--- config.mk ---
export PLATFORM = sky130hd
export DESIGN_NAME = mpx_uart_rx
export DESIGN_NICKNAME = d
export VERILOG_FILES = /design/src/rtl/mpx_rx_pkg.sv /design/src/rtl/mpx_rx_sync.sv /design/src/rtl/mpx_rx_frame.sv /design/src/rtl/mpx_rx_status.sv /design/src/rtl/mpx_uart_rx.sv
export SDC_FILE = /design/constraint.sdc
export NUM_CORES = 1
export LEC_CHECK = 0
export CAP_MARGIN = 20
export CELL_PAD_IN_SITES_DETAIL_PLACEMENT = 1
export CELL_PAD_IN_SITES_GLOBAL_PLACEMENT = 1
export CORE_UTILIZATION = 46
export DETAILED_ROUTE_END_ITERATION = 16
export DONT_BUFFER_PORTS = 1
export PLACE_DENSITY = 0.84
export SLEW_MARGIN = 20
export SYNTH_ARGS = -nofsm -noshare
export SYNTH_HDL_FRONTEND = slang
export SYNTH_SLANG_ARGS = --single-unit
--- constraint.sdc ---
create_clock -name clk -period 2.16 [get_ports clk]
set_input_delay 0.324 -clock clk [delete_from_list [all_inputs] [get_ports clk]]
set_output_delay 0.324 -clock clk [all_outputs]
set_load 0.005 [all_outputs]
--- src/rtl/mpx_rx_pkg.sv ---
// Shared types for the multiprocessor-mode receiver.
// Assumes: used by every module of the receiver, compiled first.
package mpx_rx_pkg;

    // Receiver frame sequencer states
    typedef enum logic [2:0] {
        ST_IDLE  = 3'd0,
        ST_START = 3'd1,
        ST_DATA  = 3'd2,
        ST_EXTRA = 3'd3,
        ST_STOP  = 3'd4,
        ST_BREAK = 3'd5
    } rx_state_t;

    // Status flag bundle
    typedef struct packed {
        logic rdy;
        logic fer;
        logic per;
        logic ovr;
    } rx_flags_t;

endpackage

--- src/rtl/mpx_rx_sync.sv ---
// Input synchronizer for the asynchronous serial line.
// Does: passes rxd through STAGES flops; resets to the idle level.
// Assumes: STAGES >= 1.
module mpx_rx_sync #(
    parameter int STAGES   = 2,
    parameter bit IDLE_LVL = 1'b1
) (
    input  logic clk,
    input  logic rst_n,
    input  logic d,
    output logic q
);

    generate
        if (STAGES == 1) begin : g_single
            logic r;
            // Single flop resample
            always_ff @(posedge clk) begin
                if (!rst_n) r <= IDLE_LVL;
                else        r <= d;
            end
            assign q = r;
        end else begin : g_chain
            logic [STAGES-1:0] chain;
            // Shift chain toward the MSB
            always_ff @(posedge clk) begin
                if (!rst_n) chain <= {STAGES{IDLE_LVL}};
                else        chain <= {chain[STAGES-2:0], d};
            end
            assign q = chain[STAGES-1];
        end
    endgenerate

endmodule

--- src/rtl/mpx_rx_frame.sv ---
// Frame sequencer and receive shift register.
// Does: detects a start bit, rejects it as a glitch if the line is high
// again at mid start bit, samples each following bit at mid period,
// and emits a one-cycle done pulse carrying data, extra bit and stop level.
// Assumes: os_tick pulses OVS times per bit; rxd_s is synchronous.
// After a low stop bit, waits for the line to return high before idle.
module mpx_rx_frame
    import mpx_rx_pkg::*;
#(
    parameter int DATA_BITS = 8,
    parameter int OVS       = 16
) (
    input  logic                 clk,
    input  logic                 rst_n,
    input  logic                 os_tick,
    input  logic                 rxd_s,
    input  logic                 rx_en,
    input  logic                 extra_en,
    output logic                 frm_done,
    output logic [DATA_BITS-1:0] frm_data,
    output logic                 frm_extra,
    output logic                 frm_stop
);

    localparam int CW       = $clog2(OVS);
    localparam int IW       = (DATA_BITS > 1) ? $clog2(DATA_BITS) : 1;
    localparam logic [CW-1:0] MID_CNT  = CW'(OVS/2 - 1);
    localparam logic [CW-1:0] LAST_CNT = CW'(OVS - 1);
    localparam logic [IW-1:0] LAST_BIT = IW'(DATA_BITS - 1);

    rx_state_t            state;
    logic [CW-1:0]        cnt;
    logic [IW-1:0]        bit_idx;
    logic [DATA_BITS-1:0] shreg;
    logic                 extra_q;
    logic                 stop_q;
    logic                 done_q;
    logic                 at_last;
    logic                 at_mid;

    // Decode of the tick counter position
    always_comb begin
        at_last = (cnt == LAST_CNT);
        at_mid  = (cnt == MID_CNT);
    end

    // Frame sequencing, bit sampling and shifting
    always_ff @(posedge clk) begin
        if (!rst_n) begin
            state   <= ST_IDLE;
            cnt     <= '0;
            bit_idx <= '0;
            shreg   <= '0;
            extra_q <= 1'b0;
            stop_q  <= 1'b1;
            done_q  <= 1'b0;
        end else begin
            done_q <= 1'b0;
            if (!rx_en) begin
                state <= ST_IDLE;
                cnt   <= '0;
            end else if (os_tick) begin
                case (state)
                    ST_IDLE: begin
                        if (!rxd_s) begin
                            state <= ST_START;
                            cnt   <= '0;
                        end
                    end
                    ST_START: begin
                        if (at_mid) begin
                            cnt <= '0;
                            if (rxd_s) begin
                                state <= ST_IDLE;
                            end else begin
                                state   <= ST_DATA;
                                bit_idx <= '0;
                            end
                        end else begin
                            cnt <= cnt + 1'b1;
                        end
                    end
                    ST_DATA: begin
                        if (at_last) begin
                            cnt   <= '0;
                            shreg <= {rxd_s, shreg[DATA_BITS-1:1]};
                            if (bit_idx == LAST_BIT) begin
                                state <= extra_en ? ST_EXTRA : ST_STOP;
                            end else begin
                                bit_idx <= bit_idx + 1'b1;
                            end
                        end else begin
                            cnt <= cnt + 1'b1;
                        end
                    end
                    ST_EXTRA: begin
                        if (at_last) begin
                            cnt     <= '0;
                            extra_q <= rxd_s;
                            state   <= ST_STOP;
                        end else begin
                            cnt <= cnt + 1'b1;
                        end
                    end
                    ST_STOP: begin
                        if (at_last) begin
                            cnt    <= '0;
                            stop_q <= rxd_s;
                            done_q <= 1'b1;
                            state  <= rxd_s ? ST_IDLE : ST_BREAK;
                        end else begin
                            cnt <= cnt + 1'b1;
                        end
                    end
                    ST_BREAK: begin
                        if (rxd_s) state <= ST_IDLE;
                    end
                    default: state <= ST_IDLE;
                endcase
            end
        end
    end

    assign frm_done  = done_q;
    assign frm_data  = shreg;
    assign frm_extra = extra_q;
    assign frm_stop  = stop_q;

endmodule

--- src/rtl/mpx_rx_status.sv ---
// Wake filter, receive data register, status flags and wake enable.
// Does: drops frames with a zero multiprocessor bit while the wake enable
// is armed in multiprocessor format, auto-disarms on a one bit, loads the
// data register, and sets or clears the four flags.
// Assumes: frm_done is a one-cycle pulse; frame fields are stable with it.
module mpx_rx_status
    import mpx_rx_pkg::*;
#(
    parameter int DATA_BITS = 8
) (
    input  logic                 clk,
    input  logic                 rst_n,
    input  logic                 frm_done,
    input  logic [DATA_BITS-1:0] frm_data,
    input  logic                 frm_extra,
    input  logic                 frm_stop,
    input  logic                 mp_fmt,
    input  logic                 par_en,
    input  logic                 par_odd,
    input  logic                 wake_set,
    input  logic                 wake_clr,
    input  logic                 data_rd,
    input  logic                 clr_rdy,
    input  logic                 clr_fer,
    input  logic                 clr_per,
    input  logic                 clr_ovr,
    output logic [DATA_BITS-1:0] rx_data,
    output logic                 rx_mpb,
    output rx_flags_t            flags,
    output logic                 wake_en
);

    logic [DATA_BITS-1:0] data_q;
    logic                 mpb_q;
    logic                 wake_q;
    rx_flags_t            flg_q;
    rx_flags_t            flg_d;
    logic                 parity_bad;
    logic                 drop_frame;
    logic                 wake_hit;
    logic                 accept;
    logic                 fresh;

    // Frame classification: parity, wake filter, acceptance
    always_comb begin
        parity_bad = !mp_fmt && par_en && ((^{frm_data, frm_extra}) != par_odd);
        drop_frame = mp_fmt && wake_q && !frm_extra;
        wake_hit   = frm_done && mp_fmt && wake_q && frm_extra;
        accept     = frm_done && !drop_frame;
        fresh      = accept && !flg_q.rdy;
    end

    // Next flag values: set has priority over clear
    always_comb begin
        flg_d.rdy = (flg_q.rdy & ~(clr_rdy | data_rd)) | (fresh & frm_stop & ~parity_bad);
        flg_d.fer = (flg_q.fer & ~clr_fer) | (fresh & ~frm_stop);
        flg_d.per = (flg_q.per & ~clr_per) | (fresh & parity_bad);
        flg_d.ovr = (flg_q.ovr & ~clr_ovr) | (accept & flg_q.rdy);
    end

    // Wake enable: armed by strobe, disarmed by strobe or wake frame
    always_ff @(posedge clk) begin
        if (!rst_n)                    wake_q <= 1'b0;
        else if (wake_clr || wake_hit) wake_q <= 1'b0;
        else if (wake_set)             wake_q <= 1'b1;
    end

    // Data register and multiprocessor bit status load
    always_ff @(posedge clk) begin
        if (!rst_n) begin
            data_q <= '0;
            mpb_q  <= 1'b0;
        end else if (fresh) begin
            data_q <= frm_data;
            if (mp_fmt) mpb_q <= frm_extra;
        end
    end

    // Flag register update
    always_ff @(posedge clk) begin
        if (!rst_n) flg_q <= '0;
        else        flg_q <= flg_d;
    end

    assign rx_data = data_q;
    assign rx_mpb  = mpb_q;
    assign flags   = flg_q;
    assign wake_en = wake_q;

endmodule

--- src/rtl/mpx_uart_rx.sv ---
// Top of the multiprocessor-mode asynchronous receiver.
// Does: synchronizes the line, sequences frames, filters and stores them,
// and gates the interrupt requests with their enables.
// Assumes: os_tick is supplied externally at OVS ticks per bit.
module mpx_uart_rx
    import mpx_rx_pkg::*;
#(
    parameter int DATA_BITS   = 8,
    parameter int OVS         = 16,
    parameter int SYNC_STAGES = 2
) (
    input  logic                 clk,
    input  logic                 rst_n,
    input  logic                 os_tick,
    input  logic                 rxd,
    input  logic                 rx_en,
    input  logic                 mp_fmt,
    input  logic                 par_en,
    input  logic                 par_odd,
    input  logic                 wake_set,
    input  logic                 wake_clr,
    input  logic                 rxi_en,
    input  logic                 eri_en,
    input  logic                 data_rd,
    input  logic                 clr_rdy,
    input  logic                 clr_fer,
    input  logic                 clr_per,
    input  logic                 clr_ovr,
    output logic [DATA_BITS-1:0] rx_data,
    output logic                 rx_mpb,
    output logic                 rdy,
    output logic                 fer,
    output logic                 per,
    output logic                 ovr,
    output logic                 wake_en,
    output logic                 irq_rx,
    output logic                 irq_err
);

    logic                 rxd_s;
    logic                 extra_en;
    logic                 frm_done;
    logic [DATA_BITS-1:0] frm_data;
    logic                 frm_extra;
    logic                 frm_stop;
    rx_flags_t            flags;

    // Extra bit present in multiprocessor format or with parity
    assign extra_en = mp_fmt | par_en;

    mpx_rx_sync #(
        .STAGES   (SYNC_STAGES),
        .IDLE_LVL (1'b1)
    ) i_sync (
        .clk   (clk),
        .rst_n (rst_n),
        .d     (rxd),
        .q     (rxd_s)
    );

    mpx_rx_frame #(
        .DATA_BITS (DATA_BITS),
        .OVS       (OVS)
    ) i_frame (
        .clk       (clk),
        .rst_n     (rst_n),
        .os_tick   (os_tick),
        .rxd_s     (rxd_s),
        .rx_en     (rx_en),
        .extra_en  (extra_en),
        .frm_done  (frm_done),
        .frm_data  (frm_data),
        .frm_extra (frm_extra),
        .frm_stop  (frm_stop)
    );

    mpx_rx_status #(
        .DATA_BITS (DATA_BITS)
    ) i_status (
        .clk       (clk),
        .rst_n     (rst_n),
        .frm_done  (frm_done),
        .frm_data  (frm_data),
        .frm_extra (frm_extra),
        .frm_stop  (frm_stop),
        .mp_fmt    (mp_fmt),
        .par_en    (par_en),
        .par_odd   (par_odd),
        .wake_set  (wake_set),
        .wake_clr  (wake_clr),
        .data_rd   (data_rd),
        .clr_rdy   (clr_rdy),
        .clr_fer   (clr_fer),
        .clr_per   (clr_per),
        .clr_ovr   (clr_ovr),
        .rx_data   (rx_data),
        .rx_mpb    (rx_mpb),
        .flags     (flags),
        .wake_en   (wake_en)
    );

    // Flag outputs and enable-gated interrupt requests
    always_comb begin
        rdy     = flags.rdy;
        fer     = flags.fer;
        per     = flags.per;
        ovr     = flags.ovr;
        irq_rx  = flags.rdy & rxi_en;
        irq_err = (flags.fer | flags.per | flags.ovr) & eri_en;
    end

endmodule

-- Word level (Yosys, flattened, before mapping)
Cells that the tools add are included.
W data, S select, Z words.
- multiplexer cells: 21
- add/subtract/negate cells: 2
- bitwise gates (word level): 26
- reductions and logical operators: 29
- eq/ne operators: 18
- operators by type and width (kind ; count):
    $mux W3 ; 13
    $pmux W3 S6 ; 1
    $reduce_and A4 Y1 ; 4
    $mux W4 ; 3
    $pmux W4 S3 ; 1
    $and A1 B1 Y1 ; 11
    $ne A2 B1 Y1 const B ; 5
    $eq A3 B3 Y1 const B ; 3
    $logic_and A1 B1 Y1 ; 9
    $reduce_xor A9 Y1 ; 1
    $ne A2 B2 Y1 const B ; 4
    $or A1 B1 Y1 ; 8
    $reduce_and A8 Y1 ; 1
    $not A1 Y1 ; 7
    $reduce_and A7 Y1 ; 1
    $eq A3 B2 Y1 const B ; 2
    $pmux W3 S2 ; 1
    $add A4 B1 Y4 const B ; 1
    $eq A4 B3 Y1 const B ; 1
    $eq A4 B4 Y1 const B ; 1
    $logic_not A1 Y1 ; 4
    $reduce_and A2 Y1 ; 2
    $add A3 B1 Y3 const B ; 1
    $eq A3 B1 Y1 const B ; 1
    other kinds (10) ; 10
- output and inout port bits: 16
- logic and storage cells: 111
- register bits after elaboration: 37
- bits of input ports: 17

-- Depth between registers and ports, before layout
Gate-level depths: netlist of the first run.
- word-level depth: 8
- gate-level depth with buffers: 7
- depth with buffers taken out: 7

-- By module
Synthesis of the first run repeated with hierarchy kept, for this count alone.
- cells, all modules: 203
- area, all modules: 1884.3 µm²
- by module, submodules not included (module ; instances ; cells each ; area an instance (µm²)):
    mpx_rx_frame ; 1 ; 128 ; 1152.4
    mpx_rx_status ; 1 ; 68 ; 658.1
    mpx_rx_sync ; 1 ; 4 ; 52.6
    mpx_uart_rx ; 1 ; 3 ; 21.3

-- Worst setup path before layout of the first run
Ideal clock, no wire load.
- path kind: register to register
- start point: register i_frame.cnt[0]
- end point: register i_frame.state[1]
- cell stages (with the launch flop): 7
- data arrival time: 1557 ps
- path buffers: 0
- setup time: 67 ps
- slack: 536 ps
- cells stage by stage: dfxtp_1 ha_1 nand3b_1 a211oi_2 o2111ai_2 or3_1 a21oi_2
- word-level cells in the longest chain between the ends: 3
- elaborated cells on any way between the ends: 7
- classes of those cells: 6 x eq/ne; 1 x reduce/logical
- RTL lines (item ; RTL line ; source):
    from (decl) ; mpx_rx_frame.sv:32 ; logic [CW-1:0] cnt;
    from (signal assigned) ; mpx_rx_frame.sv:80 ; cnt <= cnt + 1'b1;
    from (signal assigned) ; mpx_rx_frame.sv:93 ; cnt <= cnt + 1'b1;
    from (signal assigned) ; mpx_rx_frame.sv:102 ; cnt <= cnt + 1'b1;
    $eq A4 B4 Y1 / $eq A4 B3 Y1 (equally long branches) ; mpx_rx_frame.sv:43, mpx_rx_frame.sv:44 ;
    $ne A2 B1 Y1 (no source line) ; - ;
    $reduce_and A8 Y1 (no source line) * ; - ;
    to (signal assigned) ; mpx_rx_frame.sv:88 ; state <= extra_en ? ST_EXTRA : ST_STOP;
    to (signal assigned) ; mpx_rx_frame.sv:110 ; state <= rxd_s ? ST_IDLE : ST_BREAK;
    to (decl) ; mpx_rx_frame.sv:31 ; rx_state_t state;
Mark *: on every way between the ends. The rest lies on a longest branch, timed or not.
A chain may end at the register's enable or synchronous reset.

-- Worst setup path in the final report of the first run
- start point: register i_frame.state[1]
- end point: register i_frame.bit_idx[0]
- word-level cells in the longest chain between the ends: 3
- elaborated cells on any way between the ends: 9
- classes of those cells: 6 x eq/ne; 1 x mux; 2 x reduce/logical
- RTL lines (item ; RTL line ; source):
    $eq A3 B2 Y1 / $eq A3 B1 Y1 (equally long branches) ; mpx_rx_frame.sv:63 ; case (state)
    $ne A2 B1 Y1 (no source line), or another cell as far along ; - ;
    $reduce_and A7 Y1 (no source line) ; - ;
    to (signal assigned) ; mpx_rx_frame.sv:90 ; bit_idx <= bit_idx + 1'b1;
    to (decl) ; mpx_rx_frame.sv:33 ; logic [IW-1:0] bit_idx;
Several ways; a longest one is shown, not always the timed one.

==> impl_results.md, run 1 <==
- Num CTS Buffers: 5
- Vias in the first global route: 1468
- First-pass GRT wire length: 6840 microns
- Setup crit end kind: flip-flop
- Met1 Use GR: 23.1%
- Initial antenna violation count: 0
- M2 GR Usage: 41.4%
- Seq pwr share: 50.8%
- RD Place Congestion: 0.752
- DRT Wirelength: 4130 microns
- Cell taking the most area after synthesis: dfxtp_1
- Via count: 1386
- Crit path time final: 1.91 ns
- Post-CTS Resized: 0
- Finish-stage setup viols: 0
- DIE WIDTH: 63.9 microns
- Total negative setup slack: 0 ns
- Critical-path top delay cell: dfxtp_1
- Clock power frac: 46.5%
- Fillers: 422
- Rel. slew slack: 61.0%
- Synth Instances: 192
- Grt ovf: 0
- Max IR drop VDD: 0.391 mV
- Synth Warn #: 0
- Top cells by area, synth: dfxtp_1, mux2i_1, nor2_1
- Synth-to-layout area growth: 9.72%
- Synth Net Count: 212
- Pin count of the biggest net entering global routing: 17
- HP Start: rst_n
- Internal power: 0.00107 W
- Synth top area share: 42.0%
- Layout net count: 216
- Worst-path fanout max: 16
- ANT nets after route: 0
- Core Box Area: 0.00366 sq mm
- Grt peak-use layer: met2
- EDFF count, synth: 0
- Top cells by count, synth: dfxtp_1, nor2_1, mux2i_1
- Routed WL per cell: 16.9 microns
- Sw power: 0.000283 W
- Net Sw Frac: 20.8%
- Site Rows: 22
- Tot GR Track Use: 22.4%
- FF-to-FF Start: i_frame.state[1]
- CP required: 2.35 ns
- Cts hold-fix bufs: 0
- DRT Pass-1 Iters: 6
- Share of cells above drive strength 1: 9.14%
- P per Cell Area: 700 mW/mm^2
- Max_cap viols: 0
- Final hold viol count: 0
- Comb power frac: 2.7%
- Synthesized area: 0.00176 sq mm
- I/O pin cnt: 33
- Post-DP HPWL: 3000 microns
- Crit. Startpoint: i_frame.state[1]
- Met3 usage: 6.61%
- WP buf/inv: 0
- Startpoint types: flip-flop
- Worst Max-Slew Pin Slew: 0.585 ns
- Avg Cell Area, Syn: 9.19 sq um
- Bufs on Longest Clock Path: 2
- Seq cells post-synth: 37
- Worst path max stage delay: 0.70 ns
- DR vias/cell: 5.66
- Pleak: 0.828 nW
- Outcome: finished, final reports clean
- Effective utilization at floorplan: 48.2%
- Number of port buffers: 0
- Final Hold Slack: 0.0958 ns
- Hold Crit Class: input port to flip-flop
- Tcrit/Tclk final: 88.3%
- Count leader, synth: dfxtp_1
- Number of inserted diodes: 0
- Synth Flop Type: dfxtp_1
- Seq/Total Area, Yosys: 42.0%
- DRT iter0 DRCs: 59
- Clock-pin slew on the worst setup and hold paths: 0.08 ns
- CP Data Arrival Time: 2.10 ns
- Worst-Skew Late Latency: 0.30 ns
- CTS tree: yes
- Clock Tree Root: clkbuf_8
- RSZ-0062 raised after global routing: false
- Max Freq: 524 MHz
- Die Y: 63.9 microns
- Synth cell types: 42
- Full die area: 0.00409 sq mm
- Post-CTS Setup Inserts: 0
- Worst Clk Skew: 0.0144 ns
- Sink Count: 37
- H-tree depth: 2
- Max Slew Vio Count: 0
- Crit-path cells: nor2b_1 > a21oi_1 > nor4_4 > mux2i_1 > nor2_1
- Async SR Flop Fraction: 0%
- WS Path Type: flip-flop to flip-flop
- Remaining DRCs: 0
- Crit-path leading delay family: simple AND/OR/NAND/NOR gates
[per-layer routing]
metal | routed length [microns] | part of all wire, %
met1 | 1670 | 40
met2 | 2240 | 54
met3 | 169 | 4.1
met4 | 56 | 1.4
met5 | 0 | 0
[power groups by stage]
stage / logic (W) / clock network, W / registers (W)
2_1_floorplan: 0.0000288 / 0 / 0.000703
3_3_place_gp: 0.0000343 / 0 / 0.000705
3_5_place_dp: 0.0000361 / 0 / 0.000705
4_1_cts: 0.0000371 / 0.000641 / 0.000689
5_1_grt: 0.0000396 / 0.000679 / 0.000690
6_report: 0.0000366 / 0.000630 / 0.000689
[worst reg2reg max path: stages (launching register included)]
cell	delay, ns
dfxtp_1	0.70
nor2b_1	0.29
a21oi_1	0.14
nor4_4	0.37
mux2i_1	0.25
nor2_1	0.06
[cell usage in the layout (no fill, tap or decap), drive strengths merged, types with 4 or more instances in the layout]
cell,n
dfxtp,37
nor2,30
mux2i,22
a21oi,12
nand2,11
xnor2,8
nand3,8
inv,7
clkbuf,6
nand2b,5
o21ai,5
nor2b,4
buf,4
[final cells by class]
class	count	area (sq um)	area share [%]
Sequential cell	37	741	38.3
Clock inverter	2	37.5	1.94
Clock buffer	6	82.6	4.27
Tap cell	48	60.1	3.10
Inverter	8	30.0	1.55
Multi-Input combinational cell	140	955	49.3
Timing Repair Buffer	4	30.0	1.55
[stage by stage]
step / setup WS, ns / utilization [%] / cells / power, W / instance area (sq um)
after floorplan: 0.536 / - / 192 / 0.000731 / 1760
after global placement: 0.462 / 49.6 / 237 / 0.000739 / 1820
after detailed placement: 0.308 / 49.6 / 237 / 0.000741 / 1820
after CTS: 0.247 / 52.9 / 245 / 0.00137 / 1940
after global routing: 0.100 / 52.9 / 245 / 0.00141 / 1940
final: 0.253 / 52.9 / 245 / 0.00136 / 1940
[state kept, by name (all words and copies together), names as in the netlist, 2 cells and up]
signal                flops
i_frame.bit_idx           3
i_frame.cnt               4
i_frame.frm_data          8
i_frame.state             3
i_status.flags            4
i_status.rx_data          8
i_sync.g_chain.chain      2
[final timing paths]
path	depth (start not counted)	slack, ns	end
worst min-delay path	1	0.1	i_frame.frm_stop
worst max-delay path	5	0.25	i_frame.bit_idx[0]
worst min register to register	1	0.41	i_sync.g_chain.chain[1]
worst max register to register	5	0.25	i_frame.bit_idx[0]
[cell families after synthesis]
| group | after synthesis | synth area share [%] |
|---|---|---|
| fa+ha+maj | 3 | 2.13 |
| compound gates | 29 | 11.1 |
| flops | 37 | 42.0 |
| simple gates | 75 | 22.1 |
| mux | 22 | 12.5 |
| xor+xnor | 11 | 6.24 |
| buf+inv | 15 | 3.90 |
Power figures use the tool's default switching activity.
==> run 2, diff against run 1 <==
--- a/config.mk
+++ b/config.mk
@@ -8,6 +8,7 @@
 export CAP_MARGIN = 20
 export CELL_PAD_IN_SITES_DETAIL_PLACEMENT = 1
 export CELL_PAD_IN_SITES_GLOBAL_PLACEMENT = 1
+export CORE_ASPECT_RATIO = 1.25
 export CORE_UTILIZATION = 46
 export DETAILED_ROUTE_END_ITERATION = 16
 export DONT_BUFFER_PORTS = 1
==> impl_results.md, run 2 (synthesis results as in run 1) <==
- Outcome: finished, final reports clean
- Share of cells above drive strength 1: 7.69% (-1.4 points)
- CP required: 2.34 ns (about the same)
- Max IR drop VDD: 0.454 mV (+16%)
- Max Freq: 525 MHz (+0.15%)
- Post-Route Utilization: 53.3% (+0.46 points)
- WS Path Type: flip-flop to flip-flop
- CP Data Arrival Time: 2.08 ns (-0.02 ns)
- Clock Tree Root: clkbuf_8
- I/O pin cnt: 33 (unchanged)
- Grt ovf: 0 (unchanged)
- DRT Pass-1 Iters: 4 (-2)
- Post-CTS Setup Inserts: 0 (unchanged)
- Number of port buffers: 0 (unchanged)
- Layout net count: 214 (-0.93%)
- Die Y: 71.2 microns (+11%)
- DRT Wirelength: 4200 microns (+1.5%)
- Crit path time final: 1.90 ns (-0.00279 ns)
- Pleak: 0.818 nW (-1.2%)
- Placed Cells: 226 (-4.6%)
- DIE WIDTH: 57.4 microns (-10%)
- Setup slack, reg-to-reg: 0.26 ns (about the same)
- Routed WL per cell: 17.9 microns (+6.3%)
- Number of inserted diodes: 0 (unchanged)
- Post-CTS Resized: 0 (unchanged)
- Clock-pin slew on the worst setup and hold paths: 0.08 ns (about the same)
- Hold Crit Class: input port to flip-flop
- Finish-stage setup viols: 0 (unchanged)
- FF-to-FF Start: i_frame.state[1]
- Tcrit/Tclk final: 88.2% (-0.13 points)
- Final instance area: 0.00191 sq mm (-1.6%)
- Setup crit end kind: flip-flop
- Total negative setup slack: 0 ns (unchanged)
- CTS tree: yes
- Worst-path fanout max: 16 (unchanged)
- Final hold viol count: 0 (unchanged)
- Synth-to-layout area growth: 8.01%
- Cts hold-fix bufs: 0 (unchanged)
- Pin count of the biggest net entering global routing: 27 (+10)
- Vias in the first global route: 1479 (+0.75%)
- Reg2Reg Capture Point: i_frame.bit_idx[0]
- Bufs on Longest Clock Path: 2 (unchanged)
- Via count: 1370 (-1.2%)
- H-tree depth: 2 (unchanged)
- Startpoint types: flip-flop
- CP Capture Point: i_frame.bit_idx[0]
- Core Box Area: 0.00357 sq mm (-2.4%)
- Most frequent cells in the layout: dfxtp_1, nor2_1, mux2i_1
- Initial antenna violation count: 0 (unchanged)
- Max Slew Vio Count: 0 (unchanged)
- Sink Count: 37 (unchanged)
- Post-DP HPWL: 2990 microns (-0.33%)
- First-pass GRT wire length: 7140 microns (+4.3%)
- ANT nets after route: 0 (unchanged)
- Rel. slew slack: 60.4% (-0.58 points)
- Worst-Skew Late Latency: 0.29 ns (about the same)
- Crit. Startpoint: i_frame.state[1]
- DR vias/cell: 5.85 (+3.5%)
- R2R depth: 5 (unchanged)
- Tot GR Track Use: 22.6% (+0.22 points)
- Worst Clk Skew: 0.00596 ns (-0.00846 ns)
- Num CTS Buffers: 5 (unchanged)
- Worst Max-Slew Pin Slew: 0.593 ns (+0.00866 ns)
- DP Area: 0.00179 sq mm (-1.4%)
- Remaining DRCs: 0 (unchanged)
- RSZ-0062 raised after global routing: false
- Final Non-Filler Cells: 234 (-4.5%)
- Full die area: 0.00409 sq mm (about the same)
- DRT iter0 DRCs: 54 (-8.5%)
- RD Place Congestion: 0.848 (+13%)
- Max_cap viols: 0 (unchanged)
- P per Cell Area: 710 mW/mm^2 (+1.4%)
- Effective utilization at floorplan: 49.4% (+1.2 points)
- Most common cell after layout, fill and taps aside: dfxtp_1
- Site Rows: 24 (+9.1%)
run 2: layout make-up:
class                           instances  area [sq um]
Fill cell                             415          1670
Multi-Input combinational cell        140           955
Sequential cell                        37           741
Clock buffer                            7          86.3
Tap cell                               39          48.8
Clock inverter                          1          30.0
Inverter                                8          30.0
Timing Repair Buffer                    2          15.0
run 2: worst min-delay path by stage:
| stage | slack (ns) | endpoint | startpoint | cells after the start |
|---|---|---|---|---|
| after floorplan | 0.39 | i_frame.frm_stop | rst_n | 1 |
| after global placement | 0.39 | i_frame.frm_stop | rst_n | 1 |
| after detailed placement | 0.40 | i_frame.frm_stop | rst_n | 1 |
| after CTS | 0.09 | i_frame.frm_stop | rst_n | 1 |
| after global routing | 0.09 | i_frame.frm_stop | rst_n | 1 |
| final | 0.09 | i_frame.frm_stop | rst_n | 1 |
run 2: worst max-delay path: stages (launching register included):
cell and delay, ns:
dfxtp_1 0.70, nor2b_1 0.25, a21oi_1 0.12, nor4_4 0.39
mux2i_1 0.26, nor2_1 0.06
run 2: layer usage:
metal | wire, microns | global-route usage (%) | up-vias
met5 | 0 | 0 | -
met4 | 53 | 6.50 | 0
met3 | 189 | 6.86 | 5
met2 | 2280 | 41.5 | 22
met1 | 1680 | 24.6 | 671
li1 | - | - | 672
run 2: power breakdown:
group	switching, W	total (W)	internal, W	leakage, nW
sequential	0.00000449	0.000689	0.000685	0.299
combinational	0.0000234	0.0000362	0.0000128	0.461
clock	0.000251	0.000627	0.000377	0.0585
total	0.000279	0.00135	0.00107	0.818
run 2: through the flow:
stage / total power [W] / hold slack, ns / setup WS, ns
6_report: 0.00135 / 0.0930 / 0.255
3_3_place_gp: 0.000739 / 0.389 / 0.435
3_5_place_dp: 0.000740 / 0.400 / 0.357
2_1_floorplan: 0.000731 / 0.386 / 0.536
5_1_grt: 0.00139 / 0.0851 / 0.110
4_1_cts: 0.00136 / 0.0935 / 0.258
==> run 3, diff against run 2 <==
--- a/config.mk
+++ b/config.mk
@@ -9,7 +9,8 @@
 export CELL_PAD_IN_SITES_DETAIL_PLACEMENT = 1
 export CELL_PAD_IN_SITES_GLOBAL_PLACEMENT = 1
 export CORE_ASPECT_RATIO = 1.25
-export CORE_UTILIZATION = 46
+export CORE_UTILIZATION = 44
+export CTS_BUF_LIST = sky130_fd_sc_hd__clkbuf_8
 export DETAILED_ROUTE_END_ITERATION = 16
 export DONT_BUFFER_PORTS = 1
 export PLACE_DENSITY = 0.84
==> constraint.sdc (replaced) <==
create_clock -name clk -period 1.72 [get_ports clk]
set_input_delay 0.258 -clock clk [delete_from_list [all_inputs] [get_ports clk]]
set_output_delay 0.258 -clock clk [all_outputs]
set_load 0.005 [all_outputs]
==> impl_results.md, run 3 (synthesis results as in run 1) <==
- Final instance area: 0.00203 sq mm (+6.8%)
- Most frequent CP cell: ha_4
- Fillers: 455 (+9.6%)
- Number of port buffers: 0 (unchanged)
- P per Cell Area: 745 mW/mm^2 (+5.0%)
- Reg2Reg Capture Point: i_frame.bit_idx[0]
- DRT Wirelength: 4410 microns (+5.1%)
- Finish-stage setup viols: 0 (unchanged)
- CTS tree: yes
- Setup crit end kind: flip-flop
- Startpoint types: flip-flop
- Remaining DRCs: 0 (unchanged)
- Max_cap viols: 0 (unchanged)
- Grt ovf: 0 (unchanged)
- Tcrit/Tclk final: 97.9% (+9.7 points)
- Setup slack, reg-to-reg: 0.04 ns (-0.22 ns)
- Hold Crit Endpoint: i_frame.frm_stop
- Most common cell after layout, fill and taps aside: dfxtp_1
- Crit path time final: 1.68 ns (-0.221 ns)
- I/O pin cnt: 33 (unchanged)
- Total negative setup slack: 0 ns (unchanged)
- RD Place Congestion: 0.840 (-1.0%)
- Worst Clk Skew: 0.00677 ns (+0.000810 ns)
- Number of inserted diodes: 0 (unchanged)
- Full die area: 0.00427 sq mm (+4.4%)
- Share of cells above drive strength 1: 17.2% (+9.5 points)
- Site Rows: 25 (+4.2%)
- Hold Path Depth: 1 (unchanged)
- Worst path max stage delay: 0.38 ns (-0.32 ns)
- Crit. Startpoint: i_frame.bit_idx[0]
- Synth-to-layout area growth: 15.3%
- R2R depth: 7 (+2)
- Clock-pin slew on the worst setup and hold paths: 0.07 ns (about the same)
- WS Path Type: flip-flop to flip-flop
- RSZ-0062 raised after global routing: true
- Final hold viol count: 0 (unchanged)
- Pleak: 0.847 nW (+3.6%)
- Worst Max-Slew Pin Slew: 0.387 ns (-0.206 ns)
- Pin count of the biggest net entering global routing: 26 (-3.7%)
- Effective utilization at floorplan: 46.2% (-3.1 points)
- HP Start: rst_n
- First-pass GRT wire length: 6940 microns (-2.8%)
- Final Hold Slack: 0.0344 ns (-0.0586 ns)
- DR vias/cell: 5.49 (-6.3%)
- FF-to-FF Start: i_frame.bit_idx[0]
- Num CTS Buffers: 5 (unchanged)
- CP required: 1.90 ns (-0.44 ns)
- Crit-path cells: ha_4 > ha_4 > nor2b_4 > a21oi_2 > nor4_4 > mux2i_1 > nor2_1
- DP Area: 0.00188 sq mm (+4.8%)
- Die Y: 72.8 microns (+2.2%)
- Outcome: finished, final reports clean
- Critical-path top delay cell: nor4_4
- Vias in the first global route: 1445 (-2.3%)
- Routed WL per cell: 17.2 microns (-4.3%)
- Worst-path fanout max: 5 (-11)
- Max Slew Vio Count: 0 (unchanged)
- Most frequent cells in the layout: dfxtp_1, nor2_1, mux2i_1
- DIE WIDTH: 58.6 microns (+2.2%)
- Core Box Area: 0.00382 sq mm (+6.8%)
- Sink Count: 37 (unchanged)
- Rel. slew slack: 74.1% (+14 points)
- Clock Tree Root: clkbuf_8
- Tot GR Track Use: 22.4% (-0.18 points)
- Max Freq: 594 MHz (+13%)
- Via count: 1410 (+2.9%)
- CP Data Arrival Time: 1.86 ns (-0.22 ns)
- Initial antenna violation count: 0 (unchanged)
- Bufs on Longest Clock Path: 2 (unchanged)
- Hold Crit Class: input port to flip-flop
- Max IR drop VDD: 0.562 mV (+24%)
- Post-DP HPWL: 3360 microns (+12%)
- DRT iter0 DRCs: 44 (-19%)
- H-tree depth: 2 (unchanged)
- ANT nets after route: 0 (unchanged)
- DRT Pass-1 Iters: 4 (unchanged)
- Worst-Skew Late Latency: 0.29 ns (about the same)
- Layout net count: 223 (+4.2%)
## run 3: cell types whose count changed in the layout (fill, tap and decap cells not counted), moves of 3 or more
cell,before,now
buf_4,2,11
dfxtp_2,0,5
ha_4,0,3
ha_1,3,0
dfxtp_1,37,31
## run 3: metrics by stage
stage / cells / util, % / total power [W] / setup slack (ns)
finish: 257 / 53.3 / 0.00152 / 0.0366
global route: 257 / 53.3 / 0.00158 / -0.0675
CTS: 257 / 51.6 / 0.00154 / 0.0100
detailed placement: 250 / 49.1 / 0.000935 / -0.0633
global placement: 250 / 49.1 / 0.000932 / 0.0717
floorplan: 192 / - / 0.000919 / 0.0961
## run 3: final cells by class
| cell class | count | area (sq um) | share of cell area (%) |
|---|---|---|---|
| multi-input combinational | 140 | 1020 | 50.0 |
| sequential | 37 | 751 | 36.9 |
| tap | 54 | 67.6 | 3.32 |
| inverter | 8 | 30.0 | 1.48 |
| clock buffer | 6 | 82.6 | 4.06 |
| timing repair buffer | 11 | 82.6 | 4.06 |
| clock inverter | 1 | 3.75 | 0.185 |
## run 3: power by group
group	internal (W)	total [W]	switching, W	leakage [nW]
logic	0.0000194	0.0000520	0.0000326	0.496
clock network	0.000312	0.000602	0.000291	0.0485
registers	0.000858	0.000862	0.00000376	0.302
## run 3: critical path, delay by kind of cell (launching register included)
family	cells	cell delay, ns
and+or+nand+nor	3	0.56
DFF	1	0.36
AOI/OAI and AO/OA	1	0.07
adders and majority gates	2	0.31
muxes	1	0.27
## run 3: repair_timing
action | CTS | global route
setup endpoints to repair | 8 | 16
pin swaps | 2 | 6
hold buffers | 0 | 0
setup buffers | 0 | 0
gates resized for setup | 3 | 15
## run 3: worst max-delay path by stage
stage                         end  slack, ns  depth (start not counted)
2_1_floorplan    i_frame.state[1]        0.1                          6
3_3_place_gp   i_frame.bit_idx[0]       0.07                          7
3_5_place_dp   i_frame.bit_idx[0]      -0.06                          7
4_1_cts        i_frame.bit_idx[0]       0.01                          7
5_1_grt        i_frame.bit_idx[0]      -0.07                          7
6_report       i_frame.bit_idx[0]       0.04                          7
## run 3: layer usage
layer  part of all wire, %  track usage, %
met2                    56            40.1
met5                     0               0
met3                   4.8            7.80
met1                    37            22.4
met4                   2.0            11.9
